==> src/rtl/cobs_rx_pkg.sv <==
package cobs_rx_pkg;

  localparam int BYTE_W = 8;

  typedef enum logic [1:0] {
    ST_SYNC = 2'd0,
    ST_HDR  = 2'd1,
    ST_RUN  = 2'd2
  } rx_state_e;

  typedef struct packed {
    logic [BYTE_W-1:0] next_skip;
    logic [BYTE_W-1:0] data;
  } step_t;

  // One payload step: when the remaining distance is 1, this byte
  // stands for a hidden zero and carries the next distance.
  function automatic step_t cobs_step(input logic [BYTE_W-1:0] skip,
                                      input logic [BYTE_W-1:0] b);
    step_t r;
    if (skip == BYTE_W'(1)) begin
      r.next_skip = b;
      r.data      = '0;
    end else begin
      r.next_skip = skip - BYTE_W'(1);
      r.data      = b;
    end
    return r;
  endfunction

endpackage

==> src/rtl/cobs_rx_fsm.sv <==
module cobs_rx_fsm
  import cobs_rx_pkg::*;
(
  input  logic      clk,
  input  logic      rst_n,
  input  logic      ev_err,
  input  logic      ev_delim,
  input  logic      ev_hdr,
  input  logic      ev_overlong,
  output rx_state_e state_o
);

  rx_state_e state_q;

  always_ff @(posedge clk) begin
    if (!rst_n) begin
      state_q <= ST_SYNC;
    end else if (ev_err || ev_overlong) begin
      state_q <= ST_SYNC;
    end else if (ev_delim) begin
      state_q <= ST_HDR;
    end else if (ev_hdr) begin
      state_q <= ST_RUN;
    end
  end

  assign state_o = state_q;


  err_resync_chk: assert property (@(posedge clk) disable iff (!rst_n)
    ev_err |=> state_q == ST_SYNC);


  delim_hdr_chk: assert property (@(posedge clk) disable iff (!rst_n)
    (ev_delim && !ev_err) |=> state_q == ST_HDR);

endmodule

==> src/rtl/cobs_rx_skip.sv <==
module cobs_rx_skip
  import cobs_rx_pkg::*;
(
  input  logic              clk,
  input  logic              rst_n,
  input  logic              ev_hdr,
  input  logic              ev_payload,
  input  logic [BYTE_W-1:0] byte_i,
  output logic              out_valid_o,
  output logic [BYTE_W-1:0] out_byte_o,
  output logic              zero_emit_o
);

  logic [BYTE_W-1:0] skip_q;
  step_t             step;

  assign step        = cobs_step(skip_q, byte_i);
  assign zero_emit_o = ev_payload && (skip_q == BYTE_W'(1));

  always_ff @(posedge clk) begin
    if (!rst_n) begin
      skip_q      <= '0;
      out_valid_o <= 1'b0;
      out_byte_o  <= '0;
    end else begin
      out_valid_o <= 1'b0;
      if (ev_hdr) begin
        skip_q <= byte_i;
      end else if (ev_payload) begin
        skip_q      <= step.next_skip;
        out_byte_o  <= step.data;
        out_valid_o <= 1'b1;
      end
    end
  end


  zero_emit_chk: assert property (@(posedge clk) disable iff (!rst_n)
    zero_emit_o |=> (out_valid_o && out_byte_o == '0));


  hdr_silent_chk: assert property (@(posedge clk) disable iff (!rst_n)
    ev_hdr |=> !out_valid_o);


  pass_thru_chk: assert property (@(posedge clk) disable iff (!rst_n)
    (ev_payload && !zero_emit_o) |=> (out_valid_o && out_byte_o == $past(byte_i)));

endmodule

==> src/rtl/cobs_rx_index.sv <==
module cobs_rx_index #(
  parameter int MAX_PAYLOAD = 254,
  parameter int IDX_W       = 8
) (
  input  logic             clk,
  input  logic             rst_n,
  input  logic             ev_err,
  input  logic             ev_delim,
  input  logic             ev_payload,
  input  logic             ev_overlong,
  output logic             full_o,
  output logic [IDX_W-1:0] out_index_o,
  output logic             frame_done_o,
  output logic [IDX_W-1:0] frame_len_o
);

  localparam logic [IDX_W-1:0] MAX_IDX = IDX_W'(MAX_PAYLOAD);

  logic [IDX_W-1:0] idx_q;

  assign full_o = (idx_q == MAX_IDX);

  always_ff @(posedge clk) begin
    if (!rst_n) begin
      idx_q        <= '0;
      out_index_o  <= '0;
      frame_done_o <= 1'b0;
      frame_len_o  <= '0;
    end else begin
      frame_done_o <= 1'b0;
      if (ev_err || ev_overlong) begin
        idx_q <= '0;
      end else if (ev_delim) begin
        frame_done_o <= 1'b1;
        frame_len_o  <= idx_q;
        idx_q        <= '0;
      end else if (ev_payload) begin
        out_index_o <= idx_q;
        idx_q       <= idx_q + IDX_W'(1);
      end
    end
  end


  len_bound_chk: assert property (@(posedge clk) disable iff (!rst_n)
    frame_done_o |-> frame_len_o <= MAX_IDX);


  done_pulse_chk: assert property (@(posedge clk) disable iff (!rst_n)
    frame_done_o |=> (!frame_done_o || $past(ev_delim)));

endmodule

==> src/rtl/cobs_rx_satcnt.sv <==
module cobs_rx_satcnt #(
  parameter int CNT_W = 16
) (
  input  logic             clk,
  input  logic             rst_n,
  input  logic             inc_i,
  output logic [CNT_W-1:0] count_o
);

  localparam logic [CNT_W-1:0] CNT_MAX = '1;

  always_ff @(posedge clk) begin
    if (!rst_n) begin
      count_o <= '0;
    end else if (inc_i && count_o != CNT_MAX) begin
      count_o <= count_o + CNT_W'(1);
    end
  end


  sat_hold_chk: assert property (@(posedge clk) disable iff (!rst_n)
    (count_o == CNT_MAX) |=> count_o == CNT_MAX);


  sat_inc_chk: assert property (@(posedge clk) disable iff (!rst_n)
    (inc_i && count_o != CNT_MAX) |=> count_o == $past(count_o) + CNT_W'(1));

endmodule

==> src/rtl/cobs_rx_decoder.sv <==
module cobs_rx_decoder
  import cobs_rx_pkg::*;
#(
  parameter int MAX_PAYLOAD = 254,
  parameter int CNT_W       = 16,
  localparam int IDX_W      = $clog2(MAX_PAYLOAD + 1)
) (
  input  logic              clk,
  input  logic              rst_n,
  input  logic              in_valid,
  input  logic [BYTE_W-1:0] in_byte,
  input  logic              in_overrun,
  output logic              out_valid,
  output logic [BYTE_W-1:0] out_byte,
  output logic [IDX_W-1:0]  out_index,
  output logic              frame_done,
  output logic [IDX_W-1:0]  frame_len,
  output logic [CNT_W-1:0]  overrun_count
);

  rx_state_e state;
  logic      byte_ok, is_zero, idx_full, zero_emit;
  logic      ev_err, ev_delim, ev_hdr, ev_payload, ev_overlong, ev_data;

  // Event decode: overrun wins over any byte in the same cycle.
  assign ev_err      = in_overrun;
  assign byte_ok     = in_valid && !in_overrun;
  assign is_zero     = (in_byte == '0);
  assign ev_delim    = byte_ok && is_zero;
  assign ev_hdr      = byte_ok && !is_zero && (state == ST_HDR);
  assign ev_data     = byte_ok && !is_zero && (state == ST_RUN);
  assign ev_overlong = ev_data && idx_full;
  assign ev_payload  = ev_data && !idx_full;

  cobs_rx_fsm u_fsm (
    .clk        (clk),
    .rst_n      (rst_n),
    .ev_err     (ev_err),
    .ev_delim   (ev_delim),
    .ev_hdr     (ev_hdr),
    .ev_overlong(ev_overlong),
    .state_o    (state)
  );

  cobs_rx_skip u_skip (
    .clk        (clk),
    .rst_n      (rst_n),
    .ev_hdr     (ev_hdr),
    .ev_payload (ev_payload),
    .byte_i     (in_byte),
    .out_valid_o(out_valid),
    .out_byte_o (out_byte),
    .zero_emit_o(zero_emit)
  );

  cobs_rx_index #(
    .MAX_PAYLOAD(MAX_PAYLOAD),
    .IDX_W      (IDX_W)
  ) u_index (
    .clk         (clk),
    .rst_n       (rst_n),
    .ev_err      (ev_err),
    .ev_delim    (ev_delim),
    .ev_payload  (ev_payload),
    .ev_overlong (ev_overlong),
    .full_o      (idx_full),
    .out_index_o (out_index),
    .frame_done_o(frame_done),
    .frame_len_o (frame_len)
  );

  cobs_rx_satcnt #(
    .CNT_W(CNT_W)
  ) u_ovr (
    .clk    (clk),
    .rst_n  (rst_n),
    .inc_i  (ev_err),
    .count_o(overrun_count)
  );


  sync_quiet_chk: assert property (@(posedge clk) disable iff (!rst_n)
    (state == ST_SYNC && byte_ok && !is_zero) |=> (!out_valid && !frame_done));


  out_excl_chk: assert property (@(posedge clk) disable iff (!rst_n)
    !(out_valid && frame_done));


  overlong_drop_chk: assert property (@(posedge clk) disable iff (!rst_n)
    ev_overlong |=> (!out_valid && state == ST_SYNC));


  ovr_block_chk: assert property (@(posedge clk) disable iff (!rst_n)
    in_overrun |=> (!out_valid && !frame_done));


  zero_event_chk: assert property (@(posedge clk) disable iff (!rst_n)
    zero_emit |-> (ev_payload && state == ST_RUN));

endmodule

==> config.mk <==
export PLATFORM = sky130hd
export DESIGN_NAME = cobs_rx_decoder
export DESIGN_NICKNAME = d
export VERILOG_FILES = /design/src/rtl/cobs_rx_pkg.sv /design/src/rtl/cobs_rx_fsm.sv /design/src/rtl/cobs_rx_skip.sv /design/src/rtl/cobs_rx_index.sv /design/src/rtl/cobs_rx_satcnt.sv /design/src/rtl/cobs_rx_decoder.sv
export SDC_FILE = /design/constraint.sdc
export NUM_CORES = 1
export LEC_CHECK = 0
export BUFFER_PORTS_ARGS = -buffer_cell sky130_fd_sc_hd__buf_4
export CAP_MARGIN = 10
export CORE_ASPECT_RATIO = 0.75
export CORE_MARGIN = 2
export CORE_UTILIZATION = 55
export CTS_CLUSTER_DIAMETER = 120
export CTS_CLUSTER_SIZE = 28
export DETAILED_ROUTE_END_ITERATION = 7
export GPL_TIMING_DRIVEN = 1
export PLACE_DENSITY_LB_ADDON = 0.25
export RECOVER_POWER = 25
export SYNTH_ARGS = -nofsm -noshare
export SYNTH_HDL_FRONTEND = slang
export SYNTH_SLANG_ARGS = --single-unit
==> constraint.sdc <==
create_clock -name clk -period 3.49 [get_ports clk]
set_input_delay 0.349 -clock clk [delete_from_list [all_inputs] [get_ports clk]]
set_output_delay 0.349 -clock clk [all_outputs]
set_load 0.1 [all_outputs]
==> results of run 1 <==
layer usage:
metal / vias to the layer above / global-route usage / wire (um) / share of wire
li1: 1187 / - / - / -
met1: 1168 / 0.316 / 2890 / 0.44
met2: 86 / 0.404 / 3140 / 0.48
met3: 5 / 0.0828 / 486 / 0.074
met4: 0 / 0.0933 / 58 / 0.0088
met5: - / 0 / 0 / 0
worst register-to-register path, delay by kind of cell, from the launching register on:
| family | cells | cell delay [ns] |
|---|---|---|
| AOI/OAI and AO/OA | 2 | 0.43 |
| DFF | 1 | 0.48 |
| and+or+nand+nor | 2 | 0.93 |
| muxes | 1 | 0.25 |
sequential cells by signal, summed over array words and instances (netlist names):
register and flops:
u_skip.skip_q 8, u_skip.out_valid_o 1, u_skip.out_byte_o 8, u_index.idx_q 8, u_index.frame_done_o 1, u_index.out_index_o 8
u_index.frame_len_o 8, u_fsm.state_o 2, u_ovr.count_o 16
kinds of logic (layout without fill, tap and decap cells):
logic type | Yosys count | in the layout
flops | 60 | 60
compound gates | 45 | 45
simple gates | 140 | 140
fa+ha+maj | 5 | 5
xor+xnor | 19 | 19
mux | 12 | 12
buf+inv | 21 | 76
power by group:
group	switching (W)	internal, W
combinational	0.0000444	0.0000165
sequential	0.00000349	0.000687
clock	0.000264	0.000436
final cells by class:
class                           count  area (um2)  area share
Sequential cell                    60        1200       0.370
Timing Repair Buffer               55         327       0.101
Clock buffer                       11         151      0.0466
Multi-Input combinational cell    221        1400       0.431
Clock inverter                      4        72.6      0.0224
Inverter                            6        22.5     0.00694
Tap cell                           57        71.3      0.0220
Yosys cell counts, types with 5 or more instances:
library cell,n
a21oi_1,18
a32o_1,8
and4_1,5
buf_2,6
clkbuf_1,7
dfxtp_1,60
ha_1,5
inv_1,5
mux2i_1,12
nand2_1,25
nand3_1,16
nand4_1,7
nor2_1,40
nor3_1,11
nor4_1,10
xnor2_1,13
xor2_1,6
through the flow:
step                      area (um2)  utilization  cells  power [W]  hold slack [ns]
after floorplan                 2690            -    302   0.000743            0.455
after CTS                       3330        0.729    414    0.00146            0.241
after global placement          3110        0.680    399   0.000765            0.449
after global routing            3250        0.710    414    0.00150            0.240
final                           3250        0.710    414    0.00145            0.258
after detailed placement        3110        0.680    399   0.000767            0.458
how the worst max path moves through the flow:
stage | startpoint | end | slack, ns | depth (start not counted)
6_report | u_index.idx_q[3] | u_skip.skip_q[0] | 1.27 | 5
5_1_grt | u_index.idx_q[1] | u_skip.skip_q[0] | 1.12 | 6
4_1_cts | u_index.idx_q[1] | u_skip.skip_q[0] | 1.32 | 6
3_5_place_dp | in_byte[3] | u_index.idx_q[1] | 1.14 | 6
3_3_place_gp | in_byte[3] | u_index.idx_q[1] | 1.20 | 6
2_1_floorplan | u_ovr.count_o[0] | u_ovr.count_o[5] | 0.90 | 7
placed cells by master (no fill, tap or decap), types with 5 or more instances in the layout:
cell / netlist / routed
a21oi_1: 18 / 18
ha_1: 5 / 5
dfxtp_1: 60 / 60
clkbuf_1: 7 / 23
and4_1: 5 / 5
buf_4: 0 / 32
nor2_1: 40 / 40
xor2_1: 6 / 6
xnor2_1: 13 / 13
nor3_1: 11 / 11
a32o_1: 8 / 8
inv_1: 5 / 5
nor4_1: 10 / 10
clkbuf_8: 0 / 11
nand2_1: 25 / 25
nand3_1: 16 / 16
mux2i_1: 12 / 12
nand4_1: 7 / 7
==> qor.txt, run 1 <==
Post-route setup slack - 1.27 ns
Vias in the first global route - 2359
Crit share post-route - 0.636
Post-synth ARST share - 0
Leakage - 1.23 nW
FF+latch count, synth - 60
DR vias - 2446
Main combinational cell family by area after synthesis - simple AND/OR/NAND/NOR gates
Reg2reg end - u_skip.skip_q[0]
Worst Hold Launch - in_byte[7]
Synthesized area - 2690 um2
Grt ovf - 0
Ys flop type - dfxtp_1
I/O pin cnt - 54
Critical path class - reg -> reg
R2r setup slk - 1.27 ns
Initial antenna violation count - 0
Pre-CTS setup slack - 1.14 ns
EDFF count, synth - 0
Hold Fails Final Rpt - 0
Post-Syn Instances - 302
Maximum VDD drop - 0.000356 V
TritonCTS clock tree - yes
Crit path DAT - 2.41 ns
Routed Antenna Nets - 0
Max-capacitance violation count - 0
Seq/Total Area, Yosys - 0.447
Worst skew pair latency - 0.33 ns
Clock buffer count from CTS - 9
GR Util All Layers - 0.251
Worst r2r path cells - 5
CTS H-Tree Depth - 3
Area Growth Syn to Fin - 20.8%
Resized cells post-CTS - 0
Die H - 64.5 um
Vias/cell - 5.91
Final WL - 6580 um
Hold EP - u_skip.skip_q[7]
Initial DRC count - 147
Slew headroom - 0.216
Hold Buf Count CTS - 0
Largest fanout on the critical path - 13
Synth area leader - dfxtp_1
Remaining DRCs - 0
Post-CTS Setup Bufs - 0
RSZ-0062 raised after global routing - false
Post-synthesis mux area share - 0.0447
Final setup violation count - 0
Port Buffers - 53
Adder-Cell Fraction of Synth Area - 0.0233
Clk slew on worst S/H paths - 0.06 ns
Synth Area per Inst - 8.90 um2
Outcome - finished, final reports clean
Worst Clk Skew - 0.00272 ns
Post-route minimum period - 2.22 ns
Synth Area in Simple Gates - 0.272
Core box area - 4570 um2
WL per Instance - 15.9 um
Unique masters post-synth - 44
Slew @ Worst Pin - 1.18 ns
Top cells by area, synth - dfxtp_1 45%, nor2_1 5.6%, mux2i_1 4.5%
Worst r2r src - u_index.idx_q[3]
Hold Crit Depth - 2
Ys Warns - 0
Die X - 84.7 um
# fillers - 382
Largest net degree at the start of global routing - 38
PwrDens - 447 nW/um2
Buffers & Inverters on Critical Path - 0
Share of cells above drive strength 1 - 0.162
Maximum clock path buffer count - 2
Slew Viols, Final - 0
Setup crit start kind - register
Xor and xnor area share after synthesis - 0.0619
Post-DP HPWL - 4580 um
Max Fclk - 450 MHz
Final nets - 370
Clock Root Buffer - clkbuf_8
Setup TNS - 0 ns
Cell at the slowest stage of the critical path - nor2_1
GP Congestion - 0.877
Hold/Removal Path Class - in -> reg
First-pass GRT wire length - 10800 um
Syn nets - 319
Pre-Repair DR Iteration Count - 4
Critical path's largest stage delay - 0.69 ns
Top cell family by delay on the critical path - simple AND/OR/NAND/NOR gates
Rows - 21
Initial core utilization - 0.588
Synth Area in Compound Gates - 0.119
Crit end category - register
Antenna Cells - 0
Die area - 5470 um2
Synth top area share - 0.447
CP Data Required Time - 3.68 ns
Worst path cell trace - nand4_1 -> nor2_1 -> o21ai_1 -> mux2i_1 -> a21oi_1
Clk sink count - 60
(Power assumes the default switching activity.)
==> run 2: changes to the inputs <==
- CORE_UTILIZATION: 55 -> 49
- clock period: 3.49 -> 2 ns (I/O delays scaled with it)
==> qor.txt, run 2 (synthesis gave the netlist of run 1 again) <==
Die area - 6100 um2
Hold EP - u_skip.skip_q[7]
Final nets - 385
Critical path class - reg -> reg
PwrDens - 727 nW/um2
R2r setup slk - 0.08 ns
Clock power share - 0.480
Share of cells above drive strength 1 - 0.300
Number of flip-flops in the largest register - 16
Post-DP HPWL - 4640 um
Remaining DRCs - 0
Max-capacitance violation count - 0
Clock buffer count from CTS - 9
Hold/Removal Path Class - in -> reg
Reg with most FFs - u_ovr.count_o
Core box area - 5320 um2
CP Data Required Time - 2.27 ns
Worst Hold Launch - in_byte[7]
Area Growth Syn to Fin - 28.7%
Crit share post-route - 0.959
Die H - 68.1 um
Setup TNS - 0 ns
Clk slew on worst S/H paths - 0.07 ns
Largest fanout on the critical path - 5
Outcome - finished, final reports clean
Hold Fails Final Rpt - 0
Crit end category - register
TritonCTS clock tree - yes
Rows - 23
Hold Crit Depth - 2
Commonest non-fill, non-tap cells in the layout - 45 x buf_4, 44 x dfxtp_1, 39 x nor2_1
Non-Filler Instances - 448
Final WL - 6480 um
Grt ovf - 0
Most common cell after layout, fill and taps aside - buf_4
Largest net degree at the start of global routing - 28
Maximum clock path buffer count - 2
NetSw - 0.000557 W
WL per Instance - 14.5 um
Net Sw Frac - 0.221
Clock Root Buffer - clkbuf_8
Max Fclk - 522 MHz
Hold Buf Count CTS - 0
Post-Route Utilization - 0.650
Placed Cells - 432
Crit path DAT - 2.18 ns
Internal power - 0.00196 W
Die X - 89.5 um
GR Util All Layers - 0.236
DR vias - 2426
Pre-Repair DR Iteration Count - 5
Clk sink count - 60
GP Congestion - 0.870
Initial antenna violation count - 0
Combinational power share - 0.044
Slew Viols, Final - 0
Setup crit start kind - register
Initial DRC count - 134
Reg power frac - 0.476
Post-route minimum period - 1.92 ns
First-pass GRT wire length - 11000 um
RSZ-0062 raised after global routing - false
Vias in the first global route - 2298
Worst Clk Skew - 0.00667 ns
Slew headroom - 0.557
Antenna Cells - 0
Initial core utilization - 0.505
CTS H-Tree Depth - 3
Port Buffers - 53
Slew @ Worst Pin - 0.664 ns
Worst skew pair latency - 0.35 ns
Final setup violation count - 0
Routed Antenna Nets - 0
I/O pin cnt - 54
Worst r2r src - u_skip.skip_q[4]
Vias/cell - 5.42
Leakage - 1.39 nW
Maximum VDD drop - 0.000439 V
Min Hold Slack - 0.0874 ns
Worst r2r path cells - 5
Reg2reg end - u_skip.skip_q[3]
==> run 2: cell count changes in the layout (fill, tap and decap cells not counted), moves of 7 or more <==
cell,previous run,this run
buf_4,32,45
clkbuf_1,23,3
clkbuf_2,0,24
dfxtp_1,60,44
dfxtp_2,0,7
dfxtp_4,0,9
==> run 2: layer usage <==
| layer | track usage | vias up | wire length [um] |
|---|---|---|---|
| met5 | 0 | - | 0 |
| met3 | 0.0929 | 10 | 405 |
| met2 | 0.356 | 69 | 2920 |
| li1 | - | 1219 | - |
| met4 | 0.0709 | 0 | 88 |
| met1 | 0.312 | 1128 | 3060 |
==> run 2: power by group through the flow <==
stage	Clock [W]	Combinational [W]	Sequential, W
after floorplan	0	0.0000375	0.00125
after global placement	0	0.000109	0.00122
after detailed placement	0	0.000110	0.00122
after CTS	0.00123	0.000111	0.00120
after global routing	0.00128	0.000120	0.00120
final	0.00121	0.000112	0.00120
==> run 2: worst max path at each step <==
stage                      from                      to  slack, ns  depth (start not counted)
2_1_floorplan  u_ovr.count_o[6]        u_ovr.count_o[7]     0.0009                          6
3_3_place_gp   u_skip.skip_q[4]        u_skip.skip_q[3]       0.05                          5
3_5_place_dp         in_byte[3]  u_index.out_index_o[7]       0.04                          8
4_1_cts        u_skip.skip_q[4]        u_skip.skip_q[3]       0.05                          5
5_1_grt        u_skip.skip_q[4]        u_skip.skip_q[6]      0.008                          5
6_report       u_skip.skip_q[4]        u_skip.skip_q[3]       0.08                          5
==> run 2: worst max-delay path: stages (launching register included) <==
cell and delay, ns:
dfxtp_1 0.34, or4_4 0.55, or3_1 0.40, o31a_1 0.30, nor2_4 0.13, o2bb2ai_1 0.13
==> run 2: area by class of cell <==
| type | count | area, um2 |
|---|---|---|
| multi-input cells | 221 | 1420 |
| fillers | 468 | 1860 |
| inverters | 6 | 22.5 |
| flip-flops and latches | 60 | 1240 |
| repair buffers | 70 | 462 |
| clock buffers | 12 | 145 |
| well taps | 75 | 93.8 |
| clock inverters | 4 | 72.6 |
==> run 2: what timing repair did <==
item | in CTS | in global routing
setup endpoints to repair | 0 | 6
resized for setup | 0 | 2
setup buffers | 0 | 0
==> run 2: stage by stage <==
stage / setup WS, ns / cell area (um2) / total power, W
final: 0.0827 / 3460 / 0.00251
after detailed placement: 0.0395 / 3300 / 0.00133
after CTS: 0.0521 / 3520 / 0.00254
after global placement: 0.0533 / 3300 / 0.00133
after global routing: 0.00845 / 3460 / 0.00260
after floorplan: 0.000889 / 2740 / 0.00129
==> run 3: changes to the inputs <==
- CORE_MARGIN: 2 -> unset
- PLACE_DENSITY: unset -> 0.76
- PLACE_DENSITY_LB_ADDON: 0.25 -> unset
==> qor.txt, run 3 (synthesis gave the netlist of run 1 again) <==
Outcome - finished, final reports clean
Clock buffer count from CTS - 9
WL per Instance - 14.3 um
Worst r2r src - u_skip.skip_q[3]
TritonCTS clock tree - yes
Hold Crit Depth - 2
CTS H-Tree Depth - 3
Largest fanout on the critical path - 6
R2r setup slk - 0.08 ns
Crit share post-route - 0.960
Share of cells above drive strength 1 - 0.295
Rows - 22
RSZ-0062 raised after global routing - false
Clk sink count - 60
Reg2reg end - u_skip.skip_q[7]
Worst r2r path cells - 5
Crit path DAT - 2.18 ns
Die area - 5790 um2
Initial DRC count - 95
First-pass GRT wire length - 10900 um
Slew @ Worst Pin - 0.688 ns
Leakage - 1.38 nW
Crit. Startpoint - u_skip.skip_q[3]
Non-Filler Instances - 442
Final nets - 383
Pre-Repair DR Iteration Count - 4
Vias in the first global route - 2271
CP Data Required Time - 2.26 ns
Final setup violation count - 0
Final WL - 6330 um
GR Util All Layers - 0.249
Post-DP HPWL - 4620 um
Worst path cell trace - or4_4 -> or3_4 -> o31a_1 -> nor2_4 -> o2bb2ai_1
Cell at the slowest stage of the critical path - or4_4
Placed Cells - 427
Initial antenna violation count - 0
Worst Clk Skew - 0.00770 ns
Most common cell after layout, fill and taps aside - buf_4
Core box area - 5090 um2
Setup TNS - 0 ns
Die X - 87.5 um
PwrDens - 694 nW/um2
Buffers & Inverters on Critical Path - 0
Worst Hold Launch - in_byte[6]
Remaining DRCs - 0
Reg with most FFs - u_ovr.count_o
Grt ovf - 0
Worst skew pair latency - 0.33 ns
Hold/Removal Path Class - in -> reg
Commonest non-fill, non-tap cells in the layout - 50 x buf_4, 44 x dfxtp_1, 39 x nor2_1
Die H - 66.1 um
Hold Buf Count CTS - 0
Min Hold Slack - 0.109 ns
Maximum clock path buffer count - 2
Antenna Cells - 0
I/O pin cnt - 54
Hold EP - u_skip.skip_q[6]
Pre-CTS setup slack - 0.0396 ns
Post-route setup slack - 0.0801 ns
Clk slew on worst S/H paths - 0.06 ns
Hold Fails Final Rpt - 0
Slew headroom - 0.541
Slew Viols, Final - 0
Post-route minimum period - 1.92 ns
Crit end category - register
Top cell family by delay on the critical path - simple AND/OR/NAND/NOR gates
Vias/cell - 5.42
Routed Antenna Nets - 0
Critical path's largest stage delay - 0.57 ns
Max Fclk - 521 MHz
GP Congestion - 0.835
Critical path class - reg -> reg
Number of flip-flops in the largest register - 16
Maximum VDD drop - 0.000653 V
Max-capacitance violation count - 0
Port Buffers - 53
DR vias - 2395
Setup crit start kind - register
Largest net degree at the start of global routing - 30
Clock Root Buffer - clkbuf_8
Initial core utilization - 0.528
Area Growth Syn to Fin - 27.9%
Post-Route Utilization - 0.675
run 3: worst max path at each step:
stage	slack [ns]	cells after the start	endpoint
after CTS	0.05	5	u_skip.skip_q[7]
final	0.08	5	u_skip.skip_q[7]
after detailed placement	0.04	8	u_index.out_index_o[5]
after global routing	0.008	6	u_ovr.count_o[7]
after floorplan	0.0009	6	u_ovr.count_o[7]
after global placement	0.07	5	u_skip.skip_q[3]
run 3: cell type report:
class                   instances  area (um2)
repair buffers                 68         463
clock inverters                 2        35.0
clock buffers                  13         159
multi-input cells             221        1430
fillers                       428        1650
flip-flops and latches         60        1240
well taps                      72        90.1
inverters                       6        22.5
run 3: per-layer routing:
metal	vias up	track usage	wire length [um]
met5	-	0	0
met4	0	0.0861	41
met3	4	0.0737	346
met2	62	0.385	2780
met1	1120	0.329	3160
li1	1209	-	-
run 3: timing repair:
| item | in CTS | in global routing |
|---|---|---|
| setup endpoints to repair | 0 | 4 |
| gates resized for setup | 0 | 3 |
| buffers inserted | 0 | 0 |
run 3: stage by stage:
stage               total power [W]  area [um2]
CTS                         0.00241        3470
detailed placement          0.00134        3280
global route                0.00247        3440
finish                      0.00239        3440
floorplan                   0.00129        2740
global placement            0.00133        3280
run 3: report_power, final:
| group | total [W] | internal [W] | switching [W] | leakage, nW |
|---|---|---|---|---|
| Sequential | 0.00120 | 0.00119 | 0.00000726 | 0.494 |
| Combinational | 0.000111 | 0.0000327 | 0.0000788 | 0.782 |
| Clock | 0.00108 | 0.000636 | 0.000443 | 0.0995 |
| Total | 0.00239 | 0.00186 | 0.000529 | 1.38 |
